[src/rtl/lgl_pkg.sv]
package lgl_pkg;
  localparam int POS_SHIFT   = 16;
  localparam int DOT_FIELD_W = 10;

  typedef enum logic {ST_IDLE, ST_WAIT} lgl_state_e;

  typedef struct packed {
    logic loadTarget;
    logic capture;
  } lgl_strobe_t;
endpackage

[src/rtl/lgl_ctrl.sv]
module lgl_ctrl
  import lgl_pkg::*;
(
  input  logic        clk,
  input  logic        rstN,
  input  logic        armValid,
  input  logic        armOk,
  input  logic        hit,
  output lgl_strobe_t strb,
  output logic        gunIrq
);
  lgl_state_e state;

  always_comb begin
    strb.loadTarget = armValid && armOk;
    // a fresh arm takes priority over a match in the same cycle
    strb.capture    = (state == ST_WAIT) && hit && !armValid;
  end

  always_ff @(posedge clk) begin
    if (!rstN) begin
      state  <= ST_IDLE;
      gunIrq <= 1'b0;
    end else begin
      gunIrq <= strb.capture;
      if (armValid)
        state <= armOk ? ST_WAIT : ST_IDLE;
      else if (strb.capture)
        state <= ST_IDLE;
    end
  end
endmodule

[src/rtl/lgl_dpath.sv]
module lgl_dpath
  import lgl_pkg::*;
#(
  parameter int LINE_W  = 10,
  parameter int DOT_W   = 10,
  parameter int COORD_W = 10,
  parameter int WORD_W  = 32
) (
  input  logic              clk,
  input  logic              rstN,
  input  logic [COORD_W-1:0] armX,
  input  logic [COORD_W-1:0] armY,
  input  logic [LINE_W-1:0] vsyncLines,
  input  logic [DOT_W-1:0]  hsyncDots,
  input  logic [LINE_W-1:0] totalLines,
  input  logic [DOT_W-1:0]  lineLen,
  input  logic              oddField,
  input  logic [LINE_W-1:0] rasterLine,
  input  logic [DOT_W-1:0]  rasterDot,
  input  logic              busWrEn,
  input  logic [WORD_W-1:0] busWrData,
  input  lgl_strobe_t       strb,
  output logic              armOk,
  output logic              hit,
  output logic [WORD_W-1:0] gunPos
);
  localparam int LSUM_W = ((COORD_W > LINE_W) ? COORD_W : LINE_W) + 2;
  localparam int DSUM_W = ((COORD_W > DOT_W) ? COORD_W : DOT_W) + 1;
  // no bit of the gun-position word is writable from the bus
  localparam logic [WORD_W-1:0] WR_MASK = '0;

  logic [LSUM_W-1:0] fieldLine, frameLine;
  logic [DSUM_W-1:0] dotSum, lastDot, dotNext;
  logic [LINE_W-1:0] tLine;
  logic [DOT_W-1:0]  tDot;
  logic [DOT_FIELD_W-1:0] dotField;
  logic [WORD_W-1:0] capWord, gunPosNext;

  always_comb begin
    fieldLine = LSUM_W'(armY >> 1) + LSUM_W'(vsyncLines);
    frameLine = (fieldLine << 1) | LSUM_W'(oddField);
    armOk     = frameLine < LSUM_W'(totalLines);
    dotSum    = DSUM_W'(armX) + DSUM_W'(hsyncDots);
    lastDot   = DSUM_W'(lineLen) - DSUM_W'(1);
    dotNext   = (dotSum > lastDot) ? lastDot : dotSum;
    hit       = (rasterLine == tLine) && (rasterDot == tDot);
    dotField  = DOT_FIELD_W'(rasterDot);
    capWord   = (WORD_W'(rasterLine) << POS_SHIFT) | WORD_W'(dotField);
    if (strb.capture)
      gunPosNext = capWord;
    else if (busWrEn)
      gunPosNext = (gunPos & ~WR_MASK) | (busWrData & WR_MASK);
    else
      gunPosNext = gunPos;
  end

  always_ff @(posedge clk) begin
    if (!rstN) begin
      tLine  <= '0;
      tDot   <= '0;
      gunPos <= '0;
    end else begin
      if (strb.loadTarget) begin
        tLine <= LINE_W'(frameLine);
        tDot  <= DOT_W'(dotNext);
      end
      gunPos <= gunPosNext;
    end
  end
endmodule

[src/rtl/lightgun_pos_latch.sv]
module lightgun_pos_latch
  import lgl_pkg::*;
#(
  parameter int LINE_W  = 10,
  parameter int DOT_W   = 10,
  parameter int COORD_W = 10,
  parameter int WORD_W  = 32
) (
  input  logic               clk,
  input  logic               rstN,
  input  logic               armValid,
  input  logic [COORD_W-1:0] armX,
  input  logic [COORD_W-1:0] armY,
  input  logic [LINE_W-1:0]  vsyncLines,
  input  logic [DOT_W-1:0]   hsyncDots,
  input  logic [LINE_W-1:0]  totalLines,
  input  logic [DOT_W-1:0]   lineLen,
  input  logic [LINE_W-1:0]  rasterLine,
  input  logic [DOT_W-1:0]   rasterDot,
  input  logic               oddField,
  input  logic               busWrEn,
  input  logic [WORD_W-1:0]  busWrData,
  output logic [WORD_W-1:0]  gunPos,
  output logic               gunIrq
);
  lgl_strobe_t strb;
  logic armOk, hit;

  lgl_ctrl u_ctrl (
    .clk(clk), .rstN(rstN), .armValid(armValid), .armOk(armOk),
    .hit(hit), .strb(strb), .gunIrq(gunIrq)
  );

  lgl_dpath #(.LINE_W(LINE_W), .DOT_W(DOT_W), .COORD_W(COORD_W), .WORD_W(WORD_W)) u_dpath (
    .clk(clk), .rstN(rstN), .armX(armX), .armY(armY),
    .vsyncLines(vsyncLines), .hsyncDots(hsyncDots), .totalLines(totalLines),
    .lineLen(lineLen), .oddField(oddField), .rasterLine(rasterLine),
    .rasterDot(rasterDot), .busWrEn(busWrEn), .busWrData(busWrData),
    .strb(strb), .armOk(armOk), .hit(hit), .gunPos(gunPos)
  );
endmodule

[config.mk]
export PLATFORM = sky130hd
export DESIGN_NAME = lightgun_pos_latch
export DESIGN_NICKNAME = d
export VERILOG_FILES = /design/src/rtl/lgl_pkg.sv /design/src/rtl/lgl_ctrl.sv /design/src/rtl/lgl_dpath.sv /design/src/rtl/lightgun_pos_latch.sv
export SDC_FILE = /design/constraint.sdc
export NUM_CORES = 1
export LEC_CHECK = 0
export BUFFER_PORTS_ARGS = -buffer_cell sky130_fd_sc_hd__buf_2
export CAP_MARGIN = 20
export CORE_AREA = 2 2 89 91
export DETAILED_ROUTE_END_ITERATION = 12
export DIE_AREA = 0 0 91 93
export PLACE_DENSITY = 0.83
export SYNTH_ARGS = -nofsm -noshare
export SYNTH_HDL_FRONTEND = slang
export SYNTH_SLANG_ARGS = --single-unit
[constraint.sdc]
create_clock -name clk -period 3.8 [get_ports clk]
set_clock_uncertainty 0.1 [all_clocks]
set_input_delay 0.19 -clock clk [delete_from_list [all_inputs] [get_ports clk]]
set_output_delay 0.19 -clock clk [all_outputs]
set_load 0.01 [all_outputs]
**Word level (Yosys, flattened, before mapping)**

Index checks and enable logic that the tools add are counted.

- Flip-flop bits (word level): 54
- Input port bits: 117
- Output and inout bits: 33
- Logic and storage cells: 24

- Add/sub/neg operators: 3
- Order comparisons: 2
- Equality and inequality tests: 2
- Multiplexer cells: 4
- Bitwise gates (word level): 2
- Reductions and logical operators: 6

Operator list:

| kind | number |
|---|---|
| OR 26 x 10 -> 26 bit | 1 |
| equality test 10 bit | 2 |
| < comparator 12 x 10 -> 1 bit | 1 |
| OR 12 x 1 -> 12 bit | 1 |
| adder 10 x 10 -> 11 bit | 1 |
| adder 9 x 10 -> 11 bit | 1 |
| > comparator 11 bit | 1 |
| subtractor 10 x 1 -> 11 bit, second input constant | 1 |
| 2-to-1 mux 10 bit | 1 |
| logical AND 1 bit | 4 |
| 2-to-1 mux 1 bit | 3 |
| nonzero test 2 bit | 1 |
| logical NOT 1 bit | 1 |

**Longest topological paths before layout**

Gate-level depths: netlist of run 1.

- Depth after elaboration: 6
- Mapped depth: 16
- Depth with buffers taken out: 16

**By module**

A second synthesis of run 1 with hierarchy kept.

- Cell total of the unflattened synthesis: 392
- Area total of the unflattened synthesis: 3442.1 um2

By module, submodules not included:

| module | instances | cells each | area an instance (um2) | sequential area each (um2) |
|---|---|---|---|---|
| lgl_dpath | 1 | 385 | 3364.5 | 800.8 |
| lgl_ctrl | 1 | 7 | 77.6 | 40.0 |

**Worst setup path before layout of run 1**

No wires, ideal clock.

- Path type: input -> register
- From: input armX[0]
- To: register u_dpath.tDot[4]
- Setup time: 0.116 ns
- Data arrival time: 3.144 ns
- Required time: 3.584 ns
- Slack: 0.440 ns
- Stages on the path: 15
- Buffers on the path: 0
- Cell sequence: ha_1 inv_1 fa_1 nor2b_1 o2111a_1 nor4_1 nor3_1 or2_2 ha_1 o21a_1 o2111ai_1 a311oi_1 nor2_1 a21o_1 o211a_1

- Longest elaborated chain between the ends: 3

Ends and longest elaborated chain:

| item | RTL line | source |
|---|---|---|
| from (decl) | lightgun_pos_latch.sv:12 | `input logic [COORD_W-1:0] armX,` |
| adder 10 x 10 -> 11 bit (*) | lgl_dpath.sv:43 | `dotSum = DSUM_W'(armX) + DSUM_W'(hsyncDots);` |
| > comparator 11 bit | lgl_dpath.sv:45 | `dotNext = (dotSum > lastDot) ? lastDot : dotSum;` |
| 2-to-1 mux 10 bit (*) | lgl_dpath.sv:45 |  |
| to (signal assigned) | lgl_dpath.sv:65 | `tDot <= DOT_W'(dotNext);` |
| to (decl) | lgl_dpath.sv:35 | `logic [DOT_W-1:0] tDot;` |

Mark *: on every way between the ends. The rest lies on a longest branch, timed or not.
A chain may end at the register's enable or synchronous reset.

**Worst setup path in the final report of run 1**

- From: input armX[0]
- To: register u_dpath.tDot[8]

The elaborated chain is that of the path after synthesis.

==> summary.txt, run 1 <==
Run
  • Maxcap violations: 0

Floorplanning
  • Die Wd: 91 um
  • Chip height: 93 um
  • Row cnt: 32
  • I/O pin count: 150
  • Initial Util: a little under half
  • Total Die Area: 8460 um^2
  • Core area: 7530 um^2

Placed design
  • DP HPWL: 7460 um
  • Dpl cells: 627
  • Gpl congestion: 0.887
  • Buffers on Ports: 103

Clocking
  • Clk_lat worst skew: approximately 0.3 ns
  • CTS tree: done
  • Clock sink count: 42
  • Num CTS Buffers: 5
  • Post-CTS Setup Bufs: 0
  • Clk root buf: clkbuf_8
  • Clk slew on worst S/H paths: about 0.080 ns
  • Htree depth: 2
  • Clock tree buffer depth: 2

Global routing
  • Vias in the first global route: 3395
  • Total track usage: 21.7%
  • Largest net degree at the start of global routing: 22
  • Initial antenna violation count: 0
  • First-pass GRT wire length: 15200 um
  • Grt total ovfl: 0

Synth
  • Synth Area in XOR/XNOR: 10.0%
  • Simple-Gate Fraction of Synth Area: 15.7%
  • Top cell type's share of synthesized area: between 20% and 30%
  • Synthesis-stage register bit count: between 40 and 50
  • Yosys cell types: 56
  • EDFF count, synth: 0
  • Synthesized area per cell: 8.41 um^2
  • Post-synth top flop: dfxtp_1
  • Post-synthesis sequential area ratio: roughly a quarter
  • Yosys top cell by area: dfxtp_1
  • Synth warn: 0
  • Adder-cell share of the synthesized area: 15.1%
  • Post-synthesis mux area share: 6.18%
  • Cells after Synth: between 400 and 500
  • Largest family of logic cells by synthesized area: compound AO/OA/AOI/OAI gates
  • Post-synthesis compound-gate area fraction: 21.9%
  • Top post-synthesis cells by area: dfxtp_1, ha_1, xnor2_1
  • Asr flop ratio synth: 0%
  • Mapped cell area: 3580 um^2

Finish
  • Share of cells above drive strength 1: between 20% and 30%
  • Layout area overhead: 21.8%
  • Final Non-Filler Cells: 636
  • Final nets: around 700
  • ANT cells: 0

Critical path
  • Flop2flop setup slack: 1.69 ns
  • WP data required: 3.89 ns
  • CP max FO: 6
  • Kind of critical path: primary input to register
  • Startpoint types: primary input
  • Crit end category: register
  • CP arrival: 3.47 ns

Routing
  • TritonRoute pass-1 iters: 6
  • Remaining DRCs: 0
  • Final wirelength: approximately 9000 um
  • Vias: 3459
  • DR WL/cell: ~14 um
  • Vias per inst: 5.44
  • Post-DRT Antenna Nets: 0
  • Initial drt markers: 138

Timing
  • Slew @ Worst Pin: 0.704 ns
  • Final TNS setup: 0 ns
  • Slew HR: 53.0%
  • RSZ-0062 raised after global routing: no
  • Max Freq: roughly 300 MHz
  • Final period utilization: about nine tenths
  • Fin. Hold Viols: 0
  • Max Slew Vio Count: 0
  • Final setup viols: 0
  • Minimum clock period: 3.39 ns

Pwr
  • Internal: approximately 1 mW
  • Final Total Pwr: 1.51 mW
  • Clock Power Share: 28.8%
  • VDD IR max: 0.000160 V
  • P_sw: about 0.5 mW
  • Sw frac: 33.6%
  • Reg power frac: between 30% and 40%
  • Pwr dens: 345 nW/um^2
  • Logic pwr share: 39.0%
  • Leakage: 2.02 nW

Hold path
  • HP Class: primary input to register

Outcome
  • Outcome: finished, final reports clean
-- through the flow --
step | setup WS, ns | instance area (um^2) | utilization [%] | hold slack [ns]
floorplan | 0.440 | 3620 | - | 0.169
global placement | 0.117 | 4180 | 55.5 | 0.287
detailed placement | 0.102 | 4200 | 55.8 | 0.283
CTS | 0.394 | 4360 | 57.9 | 0.0534
global route | 0.150 | 4360 | 57.9 | 0.0707
finish | 0.414 | 4360 | 57.9 | 0.0529
-- registers in the layout, indices dropped and copies added (netlist names) --
signal / cells
u_dpath.tLine: 10
u_dpath.tDot: 10
u_dpath.gunPos: 20
u_ctrl.gunIrq: 1
u_ctrl.state: 1
-- final cells by class --
class,instances,area (um^2)
Fill cell,670,3170
Clock buffer,6,82.6
Sequential cell,42,841
Tap cell,102,128
Clock inverter,2,60.1
Inverter,27,101
Multi-Input combinational cell,343,2520
Timing Repair Buffer,114,633
-- path summary, 6_finish.rpt --
| path | startpoint | endpoint | cells past startpoint |
|---|---|---|---|
| min reg2reg | u_ctrl.state | u_ctrl.state | 2 |
| min | rasterLine[5] | u_dpath.gunPos[21] | 3 |
| max reg2reg | u_dpath.tDot[9] | u_dpath.gunPos[19] | 7 |
| max | armX[0] | u_dpath.tDot[8] | 17 |
-- synthesized netlist by cell type, drive strengths merged (5+ instances only) --
library cell / number
dfxtp: 42
ha: 40
nor2: 35
a21oi: 33
inv: 27
o21ai: 25
xnor2: 25
mux2i: 21
nand3: 20
buf: 18
nand2: 16
xor2: 16
a21o: 13
nor3: 9
a211oi: 7
clkbuf: 7
nand4: 6
o2111ai: 6
a31oi: 5
nor2b: 5
o211ai: 5
-- worst max-delay path, cell delays in order --
cell and delay (ns):
buf_2 0.08, ha_1 0.18, inv_1 0.06, fa_1 0.40, nor2b_1 0.18, o2111a_1 0.24
nor4_2 0.08, o21a_1 0.18, or2_2 0.29, ha_1 0.32, nand4_1 0.12, nor3_1 0.19
buf_4 0.15, a311o_1 0.14, nand2_1 0.16, o31ai_1 0.36, o22ai_1 0.14
-- per-layer routing --
layer / global-route usage, % / vias to the layer above / wire, um
met5: 0 / - / 0
met4: 7.70 / 0 / 209
met2: 40.1 / 114 / 4590
met3: 3.38 / 20 / 449
met1: 25.4 / 1592 / 3780
li1: - / 1733 / -
-- power groups by stage --
| stage | Sequential, mW | Clock (mW) | Combinational (mW) |
|---|---|---|---|
| 6_report | 0.484 | 0.434 | 0.588 |
| 4_1_cts | 0.483 | 0.435 | 0.581 |
| 3_3_place_gp | 0.492 | 0 | 0.556 |
| 2_1_floorplan | 0.488 | 0 | 0.421 |
| 5_1_grt | 0.486 | 0.455 | 0.659 |
| 3_5_place_dp | 0.493 | 0 | 0.575 |
-- cell usage in the layout, fill, tap and decap left out, drive strengths merged, types with 2 or more instances in the layout --
master   count
o211a        2
nand2b       3
a31oi        5
bufinv       2
inv         27
clkbuf       6
a211oi       7
o21ai       25
a311oi       2
mux2i       21
conb        12
nor2b        5
nand3       20
o2111ai      6
and4         3
fa           2
o211ai       5
a211o        4
or2          2
dfxtp       42
nand4        6
nor2        35
o21a         4
and2         2
a21o        13
or3          2
nor3         9
nor4         4
nand2       16
a21oi       33
xor2        16
ha          40
o21bai       2
xnor2       25
and3         2
buf        113
-- cell families after synthesis --
family | after synthesis
xor gates and xnor gates | 41
muxes | 22
and+or+nand+nor | 111
adders and majority gates | 42
AOI/OAI and AO/OA | 115
DFF | 42
buffers and inverters | 52
other | 1
-- repair_timing --
action                                 4_1_cts  5_1_grt
gates resized for setup                      0        1
endpoints found under the hold margin        1        0
setup endpoints to repair                    0        1
hold buffers                                 1        0
No activity file was read; power rests on OpenSTA's default activity.
==> run 2, diff against run 1 <==
--- a/config.mk
+++ b/config.mk
@@ -11,6 +11,7 @@
 export DETAILED_ROUTE_END_ITERATION = 12
 export DIE_AREA = 0 0 91 93
 export PLACE_DENSITY = 0.83
+export RECOVER_POWER = 25
 export SYNTH_ARGS = -nofsm -noshare
 export SYNTH_HDL_FRONTEND = slang
 export SYNTH_SLANG_ARGS = --single-unit
==> summary.txt, run 2 (same netlist as run 1, synthesis figures left out) <==
Finish
  • Final nets: 692 (unchanged)
  • Fin util: 57.7% (-0.25 points)
  • Largest register FFs: 20 (unchanged)
  • Final Non-Filler Cells: 636 (unchanged)
  • Leading cell types in the layout, fill and taps excluded: buf_2, dfxtp_1, ha_1, nor2_1, a21oi_1
  • Top reg by flops: u_dpath.gunPos
  • Fillers: 675 (+0.75%)
  • Layout area overhead: 21.3%
  • Largest regs: u_dpath.gunPos: 20 flops, u_dpath.tDot: 10 flops, u_dpath.tLine: 10 flops
  • Commonest non-fill, non-tap cell in the layout: buf_2
  • Fin area: 4340 um^2 (-0.43%)
  • ANT cells: 0 (unchanged)
  • Share of cells above drive strength 1: 22.8% (-2.8 points)

Placed design
  • Gpl congestion: 0.887 (unchanged)
  • Placement Setup Slack: 0.102 ns (unchanged)
  • Dpl cells: 627 (unchanged)
  • DP HPWL: 7460 um (unchanged)
  • Buffers on Ports: 103 (unchanged)
  • Cell area after placement: 4200 um^2 (unchanged)

Pwr
  • Leakage: 1.96 nW (-3.3%)
  • Final Total Pwr: 1.51 mW (about the same)
  • VDD IR max: 0.000160 V (about the same)
  • Pwr dens: 347 nW/um^2 (+0.45%)

Timing
  • Minimum clock period: 3.40 ns (+0.0117 ns)
  • Slew @ Worst Pin: 0.700 ns (-0.00384 ns)
  • Final setup viols: 0 (unchanged)
  • Hold_ws: 0.0536 ns (+0.000696 ns)
  • Final TNS setup: 0 ns (unchanged)
  • Max Slew Vio Count: 0 (unchanged)
  • RSZ-0062 raised after global routing: no
  • Max Freq: 294 MHz (-0.35%)
  • Final period utilization: 89.4% (+0.31 points)
  • Slew HR: 53.3% (+0.26 points)
  • Final WS setup: 0.402 ns (-0.0117 ns)
  • Fin. Hold Viols: 0 (unchanged)

Hold path
  • HP Class: primary input to register

Routing
  • Post-DRT Antenna Nets: 0 (unchanged)
  • Final wirelength: 9050 um (+0.25%)
  • Initial drt markers: 138 (unchanged)
  • Vias: 3467 (+0.23%)
  • Vias per inst: 5.45 (+0.23%)
  • DR WL/cell: 14.2 um (+0.25%)
  • Remaining DRCs: 0 (unchanged)
  • TritonRoute pass-1 iters: 6 (unchanged)

Run
  • Maxcap violations: 0 (unchanged)

Global routing
  • Total track usage: 21.7% (unchanged)
  • Initial antenna violation count: 0 (unchanged)
  • Vias in the first global route: 3395 (unchanged)
  • First-pass GRT wire length: 15200 um (unchanged)
  • Largest net degree at the start of global routing: 22 (unchanged)
  • Grt total ovfl: 0 (unchanged)

Clocking
  • Clock tree buffer depth: 2 (unchanged)
  • CTS tree: done
  • Clk root buf: clkbuf_8
  • Num CTS Buffers: 5 (unchanged)
  • Htree depth: 2 (unchanged)
  • Clock sink count: 42 (unchanged)
  • Clk slew on worst S/H paths: 0.08 ns (about the same)
  • Clk_lat worst skew: 0.30 ns (about the same)

Outcome
  • Outcome: finished, final reports clean

Critical path
  • CP max FO: 6 (unchanged)
  • Kind of critical path: primary input to register
  • Startpoint types: primary input
  • CP arrival: 3.48 ns (about the same)
  • WP data required: 3.88 ns (about the same)
  • Crit end category: register

Floorplanning
  • Core area: 7530 um^2 (unchanged)
  • Initial Util: 47.6% (unchanged)
  • I/O pin count: 150 (unchanged)
  • Row cnt: 32 (unchanged)
  • Die Wd: 91 um (unchanged)
  • Total Die Area: 8460 um^2 (unchanged)
  • Chip height: 93 um (unchanged)
run 2: cell types whose count changed in the layout (fill, tap and decap cells not counted):
cell      change
buf_2        -15
clkbuf_1     +15
run 2: what timing repair did:
item / CTS / global route
gates resized for setup: 0 / 1
hold buffers: 1 / 0
hold endpoints to repair: 1 / 0
setup endpoints to repair: 0 / 1
setup buffers: 0 / 0
run 2: cell type report:
class	instances	area, um^2	share of cell area, %
flip-flops and latches	42	841	19.4
clock inverters	2	60.1	1.38
multi-input cells	343	2520	57.9
repair buffers	114	614	14.1
clock buffers	6	82.6	1.90
well taps	102	128	2.94
inverters	27	101	2.33
run 2: power breakdown:
group	total [mW]	internal [mW]	switching, mW
sequential	0.484	0.465	0.0189
combinational	0.588	0.255	0.333
clock	0.434	0.280	0.154
total	1.51	1.00	0.506
run 2: worst max-delay path: stages:
cell and delay [ns]:
buf_2 0.08, ha_1 0.18, inv_1 0.06, fa_1 0.40
nor2b_1 0.18, o2111a_1 0.24, nor4_2 0.08, o21a_1 0.18
or2_2 0.29, ha_1 0.32, nand4_1 0.12, nor3_1 0.19
buf_4 0.15, a311o_1 0.14, nand2_1 0.17, o31ai_1 0.37
o22ai_1 0.14
run 2: layer usage:
metal / GRT usage, % / routed length [um] / vias to the layer above
li1: - / - / 1735
met1: 25.4 / 3860 / 1599
met2: 40.1 / 4520 / 109
met3: 3.38 / 425 / 24
met4: 7.70 / 240 / 0
met5: 0 / 0 / -
run 2: final timing paths:
kind / slack (ns) / from / endpoint / depth (start not counted)
max: 0.40 / armX[0] / u_dpath.tDot[8] / 17
min: 0.05 / rasterLine[5] / u_dpath.gunPos[21] / 3
max reg2reg: 1.71 / u_dpath.tDot[9] / u_dpath.gunPos[19] / 7
min reg2reg: 0.39 / u_ctrl.state / u_ctrl.state / 2
==> run 3, diff against run 2 <==
--- a/config.mk
+++ b/config.mk
@@ -7,11 +7,12 @@
 export LEC_CHECK = 0
 export BUFFER_PORTS_ARGS = -buffer_cell sky130_fd_sc_hd__buf_2
 export CAP_MARGIN = 20
-export CORE_AREA = 2 2 89 91
+export CORE_AREA = 2 2 87 89
 export DETAILED_ROUTE_END_ITERATION = 12
-export DIE_AREA = 0 0 91 93
-export PLACE_DENSITY = 0.83
+export DIE_AREA = 0 0 89 91
+export PLACE_DENSITY = 0.84
 export RECOVER_POWER = 25
 export SYNTH_ARGS = -nofsm -noshare
 export SYNTH_HDL_FRONTEND = slang
+export SYNTH_HIERARCHICAL = 1
 export SYNTH_SLANG_ARGS = --single-unit
==> summary.txt, run 3 <==
Pwr
  • Logic pwr share: 38.1% (-1.0 points)
  • Pwr dens: 302 nW/um^2 (-13%)
  • Sw frac: 33.3% (-0.32 points)
  • Leakage: 1.84 nW (-6.2%)
  • Internal: 0.830 mW (-17%)
  • Final Total Pwr: 1.24 mW (-17%)
  • Reg power frac: 38.7% (+6.6 points)
  • VDD IR max: 0.000130 V (-19%)
  • P_sw: 0.414 mW (-18%)
  • Clock Power Share: 23.2% (-5.6 points)

Finish
  • Leading cell types in the layout, fill and taps excluded: buf_2, dfxtp_1, ha_1, nor2b_1, mux2i_1
  • Largest register FFs: 20 (unchanged)
  • ANT cells: 0 (unchanged)
  • Commonest non-fill, non-tap cell in the layout: buf_2
  • Final Non-Filler Cells: 596 (-6.3%)
  • Final nets: 655 (-5.3%)
  • Layout area overhead: 19.6%
  • Share of cells above drive strength 1: 22.7% (-0.11 points)
  • Largest regs: u_dpath/gunPos: 20 flops, u_dpath/tDot: 10 flops, u_dpath/tLine: 10 flops
  • Top reg by flops: u_dpath/gunPos
  • Fin util: 57.7% (about the same)

Hold path
  • HP Class: primary input to register
  • Hold path depth: 3 (unchanged)
  • Worst Hold Path EP: u_dpath/tLine[0]
  • Hold_sp: oddField

Routing
  • TritonRoute pass-1 iters: 4 (-2)
  • Vias: 3110 (-10%)
  • DR WL/cell: 13.2 um (-7.3%)
  • Remaining DRCs: 0 (unchanged)
  • Initial drt markers: 144 (+4.3%)
  • Vias per inst: 5.22 (-4.3%)
  • Final wirelength: 7860 um (-13%)
  • Post-DRT Antenna Nets: 0 (unchanged)

Clocking
  • Num CTS Buffers: 5 (unchanged)
  • Htree depth: 2 (unchanged)
  • CTS tree: done
  • Clk slew on worst S/H paths: 0.07 ns (about the same)
  • Clk_lat worst skew: 0.29 ns (about the same)
  • Clock tree buffer depth: 2 (unchanged)
  • Clock sink count: 42 (unchanged)
  • Post-CTS Setup Bufs: 0 (unchanged)
  • Clk root buf: clkbuf_8

Critical path
  • Reg2reg path depth: 8 (+1)
  • CP arrival: 3.70 ns (+0.22 ns)
  • WP data required: 3.94 ns (+0.06 ns)
  • Max incr delay on CP: 0.48 ns (+0.08 ns)
  • Crit end category: register
  • Kind of critical path: primary input to register
  • Worst reg2reg path endpoint: u_dpath/gunPos[8]
  • Flop2flop setup slack: 1.11 ns (-0.60 ns)
  • Worst path cell trace: buf_2 -> ha_1 -> inv_1 -> fa_1 -> nor2b_1 -> o31ai_1 -> buf_4 -> a21oi_1 -> a21o_1 -> xor2_1 -> ha_1 -> nand2_1 -> o21ai_1 -> or4_1 -> a21oi_1 -> and2_4 -> nand2_1 -> o31ai_1 -> a31o_1
  • Worst r2r src: u_dpath/tDot[1]
  • CP max-delay cell: or4_1
  • Startpoint types: primary input
  • CP max FO: 10 (+4)

Synth
  • Synthesized area per cell: 8.78 um^2 (+4.5%)
  • Synthesis-stage register bit count: 42 (unchanged)
  • Yosys cell types: 52 (-7.1%)
  • Post-synth top flop: dfxtp_1
  • Post-synthesis sequential area ratio: 24.4% (+0.95 points)
  • Top cell type's share of synthesized area: 24.4% (+0.95 points)
  • Synth warn: 6 (+6)
  • Asr flop ratio synth: 0% (unchanged)
  • Cells after Synth: 392 (-8.0%)
  • Mapped cell area: 3440 um^2 (-3.9%)
  • Count leader, synth: dfxtp_1
  • Top post-synthesis cells by area: dfxtp_1, ha_1, mux2i_1
  • Synth cell count leaders: dfxtp_1, ha_1, nor2b_1, mux2i_1
  • EDFF count, synth: 0 (unchanged)
  • Yosys top cell by area: dfxtp_1

Global routing
  • Total track usage: 18.8% (-2.9 points)
  • First-pass GRT wire length: 12400 um (-18%)
  • Vias in the first global route: 2871 (-15%)
  • Grt total ovfl: 0 (unchanged)
  • Largest net degree at the start of global routing: 49 (+120%)
  • Initial antenna violation count: 0 (unchanged)

Floorplanning
  • Core area: 7140 um^2 (-5.2%)
  • Total Die Area: 8100 um^2 (-4.3%)
  • Die Wd: 89 um (-2.2%)
  • I/O pin count: 150 (unchanged)
  • Initial Util: 48.2% (+0.66 points)
  • Row cnt: 31 (-3.1%)
  • Chip height: 91 um (-2.2%)

Run
  • Maxcap violations: 0 (unchanged)

Timing
  • Max Freq: 281 MHz (-4.4%)
  • Max Slew Vio Count: 0 (unchanged)
  • Slew HR: 42.4% (-11 points)
  • RSZ-0062 raised after global routing: no
  • Final WS setup: 0.245 ns (-0.157 ns)
  • Fin. Hold Viols: 0 (unchanged)
  • Slew @ Worst Pin: 0.864 ns (+0.163 ns)
  • Hold_ws: 0.0813 ns (+0.0277 ns)
  • Final setup viols: 0 (unchanged)
  • Final period utilization: 93.6% (+4.1 points)
  • Minimum clock period: 3.56 ns (+0.157 ns)

Placed design
  • Dpl cells: 588 (-6.2%)
  • Placement Setup Slack: -0.0433 ns (-0.145 ns)
  • DP HPWL: 6480 um (-13%)
  • Buffers on Ports: 103 (unchanged)
  • Gpl congestion: 0.855 (-3.6%)

Outcome
  • Outcome: finished, final reports clean
## run 3: cell type report
type	instances	area [um^2]
repair buffers	110	549
clock inverters	1	5.00
multi-input cells	315	2430
clock buffers	7	86.3
flip-flops and latches	42	841
fillers	658	3020
well taps	99	124
inverters	22	82.6
## run 3: metrics by stage
step | setup TNS [ns] | cell area [um^2]
detailed placement | -0.177 | 4030
floorplan | 0 | 3480
CTS | 0 | 4120
finish | 0 | 4120
global placement | 0 | 4030
global route | 0 | 4120
## run 3: power groups by stage
stage          clock (mW)  sequential (mW)  combinational, mW
2_1_floorplan           0            0.487              0.347
3_3_place_gp            0            0.491              0.445
3_5_place_dp            0            0.492              0.465
4_1_cts             0.298            0.482              0.469
5_1_grt             0.313            0.484              0.535
6_report            0.288            0.482              0.474
## run 3: how the worst max path moves through the flow
stage	end	cells past startpoint	from	slack (ns)
global placement	u_dpath/tDot[7]	18	armY[1]	0.07
CTS	u_dpath/tDot[8]	19	armY[1]	0.24
floorplan	u_dpath/tDot[1]	18	armY[1]	0.02
detailed placement	u_dpath/tDot[8]	19	armY[1]	-0.04
finish	u_dpath/tDot[9]	19	armY[1]	0.24
global route	u_dpath/tDot[0]	16	armX[0]	0.02
## run 3: worst max-delay path, delay by kind of cell
| family | cells | cell delay [ns] |
|---|---|---|
| AOI/OAI and AO/OA | 7 | 1.09 |
| xor gates and xnor gates | 1 | 0.17 |
| adders and majority gates | 3 | 0.81 |
| buffers and inverters | 3 | 0.29 |
| and+or+nand+nor | 5 | 1.14 |
## run 3: per-layer routing
metal / GRT usage, % / routed length (um)
met3: 4.27 / 595
met5: 0 / 0
met2: 32.8 / 3720
met1: 23.0 / 3470
met4: 4.60 / 84
## run 3: cell families after synthesis
group / Yosys count / share of synthesized area, %
mux: 28 / 8.14
xor+xnor: 39 / 9.92
simple gates: 126 / 21.7
compound gates: 68 / 13.4
buf+inv: 46 / 6.54
fa+ha+maj: 42 / 15.7
other cells: 1 / 0.109
flops: 42 / 24.4
## run 3: repair_timing
item | CTS | global route
setup endpoints to repair | 0 | 2
resized for setup | 0 | 3
hold buffers | 0 | 0
